--- src/rtl/smb_pec_pkg.sv ---
package smb_pec_pkg;
  parameter int unsigned CRC_W  = 8;
  parameter int unsigned BYTE_W = 8;

  typedef logic [CRC_W-1:0]  crc_t;
  typedef logic [BYTE_W-1:0] byte_t;

  // Parallel update: one byte folded MSB first into the code.
  function automatic crc_t crc_fold(input crc_t cur, input byte_t din, input crc_t poly);
    crc_t acc;
    logic fb;
    acc = cur;
    for (int i = BYTE_W - 1; i >= 0; i--) begin
      fb  = acc[CRC_W-1] ^ din[i];
      acc = {acc[CRC_W-2:0], 1'b0};
      if (fb) acc = acc ^ poly;
    end
    return acc;
  endfunction
endpackage

--- src/rtl/smb_pec_rst_sync.sv ---
module smb_pec_rst_sync #(
  parameter int unsigned STAGES = 2
) (
  input  logic clk,
  input  logic rst_n,
  output logic rst_n_sync
);
  logic [STAGES-1:0] sh_q;
  logic [STAGES-1:0] sh_d;

  always_comb sh_d = {sh_q[STAGES-2:0], 1'b1};

  always_ff @(posedge clk or negedge rst_n) begin
    if (!rst_n) sh_q <= '0;
    else        sh_q <= sh_d;
  end

  assign rst_n_sync = sh_q[STAGES-1];
endmodule

--- src/rtl/smb_pec_core.sv ---
module smb_pec_core
  import smb_pec_pkg::*;
#(
  parameter crc_t POLY = 8'h07,
  parameter crc_t INIT = 8'h00
) (
  input  logic  clk,
  input  logic  rst_n,
  input  logic  txn_start,
  input  logic  byte_vld,
  input  byte_t byte_in,
  output crc_t  crc_q,
  output crc_t  crc_nxt
);
  crc_t base;
  logic upd_en;

  always_comb begin
    base    = txn_start ? INIT : crc_q;
    crc_nxt = byte_vld ? crc_fold(base, byte_in, POLY) : base;
    upd_en  = txn_start | byte_vld;
  end

  always_ff @(posedge clk or negedge rst_n) begin
    if (!rst_n)      crc_q <= INIT;
    else if (upd_en) crc_q <= crc_nxt;
  end
endmodule

--- src/rtl/smb_pec_verdict.sv ---
module smb_pec_verdict
  import smb_pec_pkg::*;
(
  input  logic clk,
  input  logic rst_n,
  input  logic txn_start,
  input  logic take,
  input  crc_t residue,
  output logic done_q,
  output logic err_q
);
  logic done_d;
  logic err_d;

  always_comb begin
    done_d = take;
    err_d  = err_q;
    if (take)           err_d = (residue != '0);
    else if (txn_start) err_d = 1'b0;
  end

  always_ff @(posedge clk or negedge rst_n) begin
    if (!rst_n) begin
      done_q <= 1'b0;
      err_q  <= 1'b0;
    end else begin
      done_q <= done_d;
      err_q  <= err_d;
    end
  end
endmodule

--- src/rtl/smb_pec_engine.sv ---
module smb_pec_engine
  import smb_pec_pkg::*;
#(
  parameter crc_t        POLY       = 8'h07,
  parameter crc_t        INIT       = 8'h00,
  parameter int unsigned SYNC_DEPTH = 2
) (
  input  logic              clk,
  input  logic              rst_n,
  input  logic              txn_start,
  input  logic              byte_vld,
  input  logic              byte_last,
  input  logic              chk_mode,
  input  logic [BYTE_W-1:0] byte_in,
  output logic [CRC_W-1:0]  pec_byte,
  output logic              chk_done,
  output logic              chk_err
);
  logic rst_n_int;
  crc_t crc_q;
  crc_t crc_nxt;
  logic take;

  smb_pec_rst_sync #(.STAGES(SYNC_DEPTH)) u_rst (
    .clk        (clk),
    .rst_n      (rst_n),
    .rst_n_sync (rst_n_int)
  );

  smb_pec_core #(.POLY(POLY), .INIT(INIT)) u_core (
    .clk       (clk),
    .rst_n     (rst_n_int),
    .txn_start (txn_start),
    .byte_vld  (byte_vld),
    .byte_in   (byte_in),
    .crc_q     (crc_q),
    .crc_nxt   (crc_nxt)
  );

  assign take = byte_vld & byte_last & chk_mode;

  smb_pec_verdict u_verdict (
    .clk       (clk),
    .rst_n     (rst_n_int),
    .txn_start (txn_start),
    .take      (take),
    .residue   (crc_nxt),
    .done_q    (chk_done),
    .err_q     (chk_err)
  );

  assign pec_byte = crc_q;
endmodule

--- config.mk ---
export PLATFORM = sky130hd
export DESIGN_NAME = smb_pec_engine
export DESIGN_NICKNAME = d
export VERILOG_FILES = /design/src/rtl/smb_pec_pkg.sv /design/src/rtl/smb_pec_rst_sync.sv /design/src/rtl/smb_pec_core.sv /design/src/rtl/smb_pec_verdict.sv /design/src/rtl/smb_pec_engine.sv
export SDC_FILE = /design/constraint.sdc
export NUM_CORES = 1
export LEC_CHECK = 0
export BUFFER_PORTS_ARGS = -buffer_cell sky130_fd_sc_hd__buf_2
export CAP_MARGIN = 20
export CORE_MARGIN = 2
export CORE_UTILIZATION = 45
export DETAILED_ROUTE_END_ITERATION = 10
export GPL_TIMING_DRIVEN = 0
export PLACE_DENSITY_LB_ADDON = 0.15
export SKIP_LAST_GASP = 1
export SYNTH_ARGS = -nofsm -noshare
export SYNTH_HDL_FRONTEND = slang
export SYNTH_SLANG_ARGS = --single-unit
--- constraint.sdc ---
create_clock -name clk -period 0.8 [get_ports clk]
set_input_delay 0.12 -clock clk [delete_from_list [all_inputs] [get_ports clk]]
set_output_delay 0.12 -clock clk [all_outputs]
set_load 0.005 [all_outputs]
[Word level (Yosys, flattened, before mapping)]
Index checks and enable logic that the tools add are counted.
Storage, ports and cells
  logic and storage cells: 37
  register bits after elaboration: 12
  input bits: 14
  output and inout bits: 10
Cells by class
  multiplexer cells: 12
  bitwise gates (word level): 19
  reduce and logical (&&, ||, !) cells: 2
Operators by type and width (count)
  3-bit 2-to-1 mux: 8
  3-bit inverter: 8
  8-bit 2-to-1 mux: 2
  8-bit nonzero test: 1
  1-bit bitwise XOR: 8
  1-bit bitwise AND: 2
  1-bit 2-to-1 mux: 2
  2-bit nonzero test: 1
  1-bit OR: 1

[Logic depth before layout (Yosys ltp)]
Gate-level depths: netlist (run 1).
  word-level depth: 20
  depth in mapped cells: 8
  mapped depth without buffers: 7

[Hierarchy]
A second synthesis (run 1) with hierarchy kept.
Unflattened totals
  cells, all modules: 80
  area total of the unflattened synthesis: 842.1 µm²
Modules (own cells, without submodules)
  smb_pec_core: instances 1, cells an instance 69, sequential area each 200.2 µm², area each 703.2 µm²
  smb_pec_verdict: instances 1, cells an instance 7, sequential area each 50.0 µm², area each 78.8 µm²
  smb_pec_rst_sync: instances 1, cells an instance 3, sequential area each 50.0 µm², area each 53.8 µm²
  smb_pec_engine: instances 1, cells an instance 1, sequential area each 0.0 µm², area each 6.3 µm²

[Least setup slack after synthesis (run 1)]
OpenSTA, ideal clock, no wires.
  path type: register to register
  start point: reg u_core.crc_q[5]
  end point: reg u_verdict.err_q
  data arrival time: 2.149 ns
  path buffers: 0
  stages on the path, launching flop included: 8
  setup slack: -1.473 ns
  data required time: 0.676 ns
  cells stage by stage: dfrtp_1 xnor2_1 nor2_2 xnor2_1 or4_1 a211o_1 or4_1 a2bb2oi_1
Between the ends
  word-level cells in the longest chain between the ends: 10
Ends and longest elaborated chain
  start, declared: RTL line smb_pec_core.sv:12  | output crc_t crc_q,
  start signal, assigned: RTL line smb_pec_core.sv:26  | else if (upd_en) crc_q <= crc_nxt;
  8-bit 2-to-1 mux (*): RTL line smb_pec_core.sv:19  | base = txn_start ? INIT : crc_q;
  1-bit bitwise XOR: RTL line smb_pec_pkg.sv:14  | fb = acc[CRC_W-1] ^ din[i];
  3-bit 2-to-1 mux: RTL line smb_pec_pkg.sv:16  | if (fb) acc = acc ^ poly;
  3-bit inverter (no source line)
  3-bit 2-to-1 mux: RTL line smb_pec_pkg.sv:16
  3-bit inverter (no source line)
  3-bit 2-to-1 mux: RTL line smb_pec_pkg.sv:16
  8-bit 2-to-1 mux (*): RTL line smb_pec_core.sv:20  | crc_nxt = byte_vld ? crc_fold(base, byte_in, POLY) : base;
  8-bit nonzero test (*): RTL line smb_pec_verdict.sv:18  | if (take) err_d = (residue != '0);
  1-bit 2-to-1 mux (*): RTL line smb_pec_verdict.sv:18
  end signal, assigned: RTL line smb_pec_verdict.sv:28  | err_q <= err_d;
  end, declared: RTL line smb_pec_verdict.sv:10  | output logic err_q
Every way passes the cells marked *; elsewhere a longest branch is shown, timed or not.
A chain may end at the register's enable or synchronous reset.

[Worst setup path in the final report (run 1)]
  start point: reg u_core.crc_q[3]
  end point: reg u_verdict.err_q
The elaborated chain is that of the path after synthesis.

==> results.toml, run 1 <==
[status]
outcome = "finished, violations left"
violations = "setup timing"

[worst_setup_path]
end_kind = "flip-flop"
cp.arrival_ps = 2540
rr_endpoint = "u_verdict.err_q$_DFFE_PN0P_"
criticalPathCategory = "reg -> reg"
rrSetupSlack_ps = -1580
reg2reg_from = "u_core.crc_q[3]$_DFFE_PN0P_"
worstRegToRegCells = 8
required_ps = 960
worstSetupStartpointType = "flip-flop"
critPathMaxFanout = 3

[synthesis]
synth_nets = 103
synth-edff-count = 0
ys_types = 31
synth_fa_ha_area_frac = 0
synth_compound_area_frac = 0.1226
ys_seq_area_frac = 0.3587
syn_area_per_cell_um2 = 9.405
yosysTopAreaCell = "dfrtp_1"
synthCells = 89
synth_flop_cell = "dfrtp_1"
synthMuxAreaShare = 0.01196
synth-xor-area-share = 0.3154
synth_common_cells = "xnor2_1 (15), dfrtp_1 (12), xor2_1 (8)"
synth-seq-cells = 12
yosys.area_share.simple = 0.1584
netlist_top_cells_area = "dfrtp_1 (36%), xnor2_1 (16%), xor2_1 (8.4%), nand2_1 (3.1%), nor2_1 (3.1%)"
synth_warnings = 0
async_reset_ff_frac = 1.000
synth.most_common_cell = "xnor2_1"
synth_top_family_by_area = "XOR/XNOR gates"
post-synth-top-area-fraction = 0.3587
synthesis.area_um2 = 837.1

[power]
p_leak_nw = 0.6659
irDropWorstVdd_v = 0.002688
power_density_nw_per_um2 = 3931

[final_layout]
antennaDiodeCount = 0
syn2layout_area_growth_pct = 67.41
fin_util = 0.8029
drive_gt1_frac = 0.5556
nets = 150

[placement]
hpwl_um = 1439
io_buffers = 23
gp_congestion = 0.8849

[routing]
routedWlPerCell_um = 15.52
via_per_inst = 5.100
vias = 816
drtPass1Iterations = 4
ant_nets = 0
drtIter0Drc = 22
drc_errors = 0
routed_wl_um = 2483

[global_routing]
grt_pass1_vias = 875
antenna_found_initial = 0
grt_max_degree = 11
overflow = 0
grt_first_pass_wirelength_um = 3795
grt_util_all_layers = 0.2456

[job]
maxCapViolCount = 0

[clocking]
cts_buffers = 3
clk_latency_ps = 280
clk_path_buf_depth = 2
clk_pin_slew_worst_paths_ps = 80
cts_root_buf = "clkbuf_4"
cts.sinks = 12
h-tree-depth = 1
tritoncts = "yes"

[floorplanning]
num_rows = 15
die_y_um = 47.13
dieArea_um2 = 2221
boundaryPins = 24
core_um2 = 1745
die_x_um = 47.13
start_util = 0.4796

[timing]
skew_ps = 7.438
setup_viol = 19
final-max-slew-violation-count = 0
fmax_mhz = 420.0
fin_crit_ps = 2381
finalHoldViolCount = 0
period_share = 2.976
timing.hold.ws_ps = 148.6
rsz0062_at_grt = "true"
setup_slack_ps = -1581

[worst_hold_path]
worstHoldPathType = "in -> async"
how the worst max path moves through the flow:
stage                                 from                          end  slack [ps]  cells past startpoint
6_report       u_core.crc_q[3]$_DFFE_PN0P_  u_verdict.err_q$_DFFE_PN0P_       -1580                      8
5_1_grt        u_core.crc_q[3]$_DFFE_PN0P_  u_verdict.err_q$_DFFE_PN0P_       -1680                      7
4_1_cts        u_core.crc_q[3]$_DFFE_PN0P_  u_verdict.err_q$_DFFE_PN0P_       -1520                      7
3_5_place_dp   u_core.crc_q[7]$_DFFE_PN0P_  u_verdict.err_q$_DFFE_PN0P_       -1620                      7
3_3_place_gp   u_core.crc_q[7]$_DFFE_PN0P_  u_verdict.err_q$_DFFE_PN0P_       -1610                      7
2_1_floorplan  u_core.crc_q[3]$_DFFE_PN0P_  u_verdict.err_q$_DFFE_PN0P_       -1460                      7
flip-flops by register name (all words and copies together), names as in the netlist:
register and flops:
u_core.crc_q 8, u_rst.sh_q 2, u_verdict.done_q 1, u_verdict.err_q 1
critical path, stage by stage, from the launching register on:
cell	delay, ps
dfrtp_1	420
buf_4	160
xnor2_2	160
nor2_2	70
xnor2_2	150
or4_4	410
a211o_1	270
or4_1	490
a2bb2oi_1	150
routing by layer:
layer  global-route usage  up-vias  part of all wire
met5                    0        -                 0
li1                     -      386                 -
met3              0.02692        2             0.041
met1               0.3056      399              0.41
met2               0.4274       29              0.54
met4               0.1111        0            0.0040
what timing repair did:
item / CTS / global route
setup buffers: 16 / 4
gates resized for setup: 19 / 16
hold buffers: 1 / 0
endpoints found under the hold margin: 2 / 0
setup endpoints to repair: 19 / 19
pin swaps: 13 / 12
cell type report:
cell class	instances	area, um2
tap	25	31.28
multi-input combinational	71	688.2
inverter	3	11.26
fill	115	344.1
buffer	3	22.52
timing repair buffer	42	309.0
clock buffer	4	36.28
sequential	12	302.8
power by group:
part           internal [mW]  switching [mW]
logic                   2.27            1.70
registers              0.820           0.229
clock network          0.277           0.213
cells by family after synthesis:
family          count (synthesis)
buf+inv                         6
simple gates                   27
mux                             1
xor+xnor                       26
compound gates                 16
other cells                     1
flops                          12
per-stage QoR:
stage / setup TNS, ps / std cells / cell area, um2 / power, mW / setup slack, ps
finish: -10420 / 160 / 1401 / 5.509 / -1581
global route: -11400 / 160 / 1401 / 5.814 / -1679
CTS: -9668 / 158 / 1311 / 4.950 / -1524
detailed placement: -7554 / 137 / 1044 / 3.301 / -1623
global placement: -7307 / 137 / 1044 / 3.233 / -1613
floorplan: -6009 / 89 / 897.1 / 2.760 / -1463
cell usage in the layout, fill, tap and decap left out, types with 2 or more instances in the layout:
master    netlist  layout
clkbuf_4        0       3
nand2_1         7       7
a21oi_1         2       2
xor2_2          1       3
nor2_1          7       6
buf_6           0      11
nor2_2          1       2
clkbuf_8        0       2
nor2b_1         3       2
xnor2_4         0       2
dfrtp_2         0       2
dfrtp_1        12      10
xor2_1          8       6
o21ai_0         3       2
buf_2           1      21
o21ai_2         1       2
o21ai_1         4       3
nand3_1         2       2
buf_4           0      10
xnor2_2         0       9
inv_1           3       2
xnor2_1        15       4
(Power assumes the default switching activity.)
==> inputs of run 2 (changes only) <==
--- a/config.mk
+++ b/config.mk
@@ -5,12 +5,14 @@
 export SDC_FILE = /design/constraint.sdc
 export NUM_CORES = 1
 export LEC_CHECK = 0
+export ABC_AREA = 1
 export BUFFER_PORTS_ARGS = -buffer_cell sky130_fd_sc_hd__buf_2
 export CAP_MARGIN = 20
 export CORE_MARGIN = 2
-export CORE_UTILIZATION = 45
+export CORE_UTILIZATION = 25
 export DETAILED_ROUTE_END_ITERATION = 10
 export GPL_TIMING_DRIVEN = 0
+export MAX_ROUTING_LAYER = met4
 export PLACE_DENSITY_LB_ADDON = 0.15
 export SKIP_LAST_GASP = 1
 export SYNTH_ARGS = -nofsm -noshare
==> run 2 against run 1 <==
  * The run still ends with setup timing left
  * Worst setup slack improved by 880 ps
  * Power decreased by 50%
  * Non-clock buffer count fell by 8
  * Final cell count grew 59%
  * Clock skew is 5.8 ps lower
  * Clock power up 36%
  * Die area increased by 110%
  * Global-route usage decreased by 11 points
  * Sequential cell count did not move
  * Utilization down 40 points
  * Wire length rose by 12%
  * Largest cell class unchanged
==> results.toml, run 2 <==
[synthesis]
synth.most_common_cell = "nand2_1"
synth-edff-count = 0
post-synth-top-area-fraction = 0.2967
synth_warnings = 0
synthesis.area_um2 = 1012
synth_nets = 179
netlist_top_cells_area = "dfrtp_1 (30%), nand2_1 (29%), nand3_1 (10%), nand3_2 (5.9%), inv_1 (5.6%)"
ys_types = 16
ys_seq_area_frac = 0.2967
yosysTopAreaCell = "dfrtp_1"
syn_area_per_cell_um2 = 6.135
async_reset_ff_frac = 1.000
synth_flop_cell = "dfrtp_1"
synthCells = 165
synth_common_cells = "nand2_1 (79), nand3_1 (21), inv_1 (15)"
synth-seq-cells = 12

[power]
sequentialPowerShare = 0.299
power_mw = 2.768
p_switching_mw = 1.066
comb_power_share = 0.461
power_density_nw_per_um2 = 1751
clockPowerShare = 0.240
irDropWorstVdd_v = 0.001115
p_int_mw = 1.701
swShare = 0.3853
p_leak_nw = 0.8702

[routing]
drtPass1Iterations = 4
routedWlPerCell_um = 10.96
drc_errors = 0
ant_nets = 0
drtIter0Drc = 42
vias = 1119
via_per_inst = 4.406
routed_wl_um = 2783

[final_layout]
top_regs = "u_core.crc_q x8, u_rst.sh_q x2"
layout_common_cells = "nand2_1 (48), nand2_2 (23), buf_2 (22)"
drive_gt1_frac = 0.5490
nFillCells = 414
layout_commonest_cell = "nand2_1"
antennaDiodeCount = 0
regMostFlops = "u_core.crc_q"
largest_reg_flops = 8
final_cells = 254
nets = 219
multi_input_area_um2 = 839.6
syn2layout_area_growth_pct = 56.12
seq_area_um2 = 304.0
fin_util = 0.4008

[worst_setup_path]
cpMaxStageDelayCell = "dfrtp_2"
rrSetupSlack_ps = -700
end_kind = "flip-flop"
criticalPathCategory = "reg -> reg"
worstSetupStartpointType = "flip-flop"
path_cells = "nand2_4 -> nand2_2 -> nand2_4 -> nand2_4 -> nand2_4 -> nand2_1 -> nand3_2 -> nand2_2 -> nor2_2 -> nand3_1 -> nor2_1 -> nor2_1"
rr_endpoint = "u_verdict.err_q$_DFFE_PN0P_"
required_ps = 940
crit_path_frequent_cell = "nand2_4"
cp.arrival_ps = 1640
max_stage_delay_ps = 450
critPathMaxFanout = 6
reg2reg_from = "u_core.crc_q[7]$_DFFE_PN0P_"
worstRegToRegCells = 12

[global_routing]
antenna_found_initial = 0
grt_max_degree = 11
grt_first_pass_wirelength_um = 4505
overflow = 0
grt_util_all_layers = 0.1372
grt_pass1_vias = 993

[floorplanning]
die_x_um = 67.63
boundaryPins = 24
dieArea_um2 = 4574
start_util = 0.2567
num_rows = 23
die_y_um = 67.63
core_um2 = 3943

[timing]
finalHoldViolCount = 0
setup_viol = 19
period_share = 1.880
fmax_mhz = 664.9
rsz0062_at_grt = "true"
timing.hold.ws_ps = 138.4
skew_ps = 1.675
finalSetupTns_ps = -5584
final-max-slew-violation-count = 0
setup_slack_ps = -704.0
fin_crit_ps = 1504

[status]
outcome = "finished, violations left"
violations = "setup timing"

[clocking]
clk_latency_ps = 240
h-tree-depth = 1
clk_path_buf_depth = 2
cts.sinks = 12
clk_pin_slew_worst_paths_ps = 50
tritoncts = "yes"
cts_root_buf = "clkbuf_8"
cts_buffers = 3

[worst_hold_path]
worstHoldStart = "byte_vld"
worstHoldPathType = "in -> reg"
hold_depth = 2
hold_end = "u_core.crc_q[7]$_DFFE_PN0P_"

[placement]
dp_cells = 238
gp_congestion = 0.7288
hpwl_um = 2057
io_buffers = 23

[job]
maxCapViolCount = 0
==> run 2: metrics by stage <==
stage	area (um2)	setup WS, ps
final	1580	-704.0
after global routing	1580	-853.3
after CTS	1383	-707.7
after detailed placement	1205	-835.6
after global placement	1205	-862.0
after floorplan	1027	-553.6
==> run 2: power groups by stage <==
stage | Clock (mW) | Sequential, mW | Combinational [mW]
2_1_floorplan | 0 | 0.806 | 0.606
3_3_place_gp | 0 | 0.817 | 0.876
3_5_place_dp | 0 | 0.818 | 0.874
4_1_cts | 0.685 | 0.814 | 1.03
5_1_grt | 0.709 | 0.845 | 1.43
6_report | 0.664 | 0.828 | 1.28
==> run 2: critical path: cells and delay by family (launching register included) <==
family / cells / cell delay, ps
and+or+nand+nor: 12 / 940
DFF: 1 / 450
==> run 2: kinds of logic (layout without fill, tap and decap cells) <==
kind of cell	after synthesis	in the layout	synth area share
compound gates	3	3	0.01483
simple gates	126	126	0.5637
buf+inv	22	61	0.09393
other cells	1	1	0.003705
flops	12	12	0.2967
xor+xnor	1	1	0.02720
==> run 2: worst max path at each step <==
stage	startpoint	to	slack, ps	depth (start not counted)
after CTS	u_core.crc_q[7]$_DFFE_PN0P_	u_verdict.err_q$_DFFE_PN0P_	-710	12
after detailed placement	txn_start	u_verdict.err_q$_DFFE_PN0P_	-840	14
final	u_core.crc_q[7]$_DFFE_PN0P_	u_verdict.err_q$_DFFE_PN0P_	-700	12
after global placement	txn_start	u_verdict.err_q$_DFFE_PN0P_	-860	14
after global routing	u_core.crc_q[7]$_DFFE_PN0P_	u_verdict.err_q$_DFFE_PN0P_	-850	12
after floorplan	u_core.crc_q[1]$_DFFE_PN0P_	u_verdict.err_q$_DFFE_PN0P_	-550	13
==> run 2: layout make-up <==
| cell class | count | share of cell area |
|---|---|---|
| Tap cell | 50 | 0.03959 |
| Buffer | 2 | 0.01267 |
| Sequential cell | 12 | 0.1924 |
| Timing Repair Buffer | 35 | 0.1417 |
| Inverter | 20 | 0.04751 |
| Multi-Input combinational cell | 131 | 0.5313 |
| Clock buffer | 4 | 0.03484 |
==> run 2: timing repair <==
| action | 4_1_cts | 5_1_grt |
|---|---|---|
| buffers inserted | 5 | 6 |
| hold endpoints to repair | 2 | 0 |
| pin swaps | 15 | 23 |
| endpoints found under the setup margin | 19 | 19 |
| hold buffers | 1 | 0 |
| resized for setup | 26 | 40 |
==> run 2: per-layer routing <==
metal,up-vias,wire length [um],track usage,part of all wire
met5,-,0,-,0
met4,0,44,0.06122,0.016
met3,5,77,0.01500,0.028
met2,15,1393,0.2218,0.50
met1,514,1266,0.1719,0.45
li1,585,-,-,-
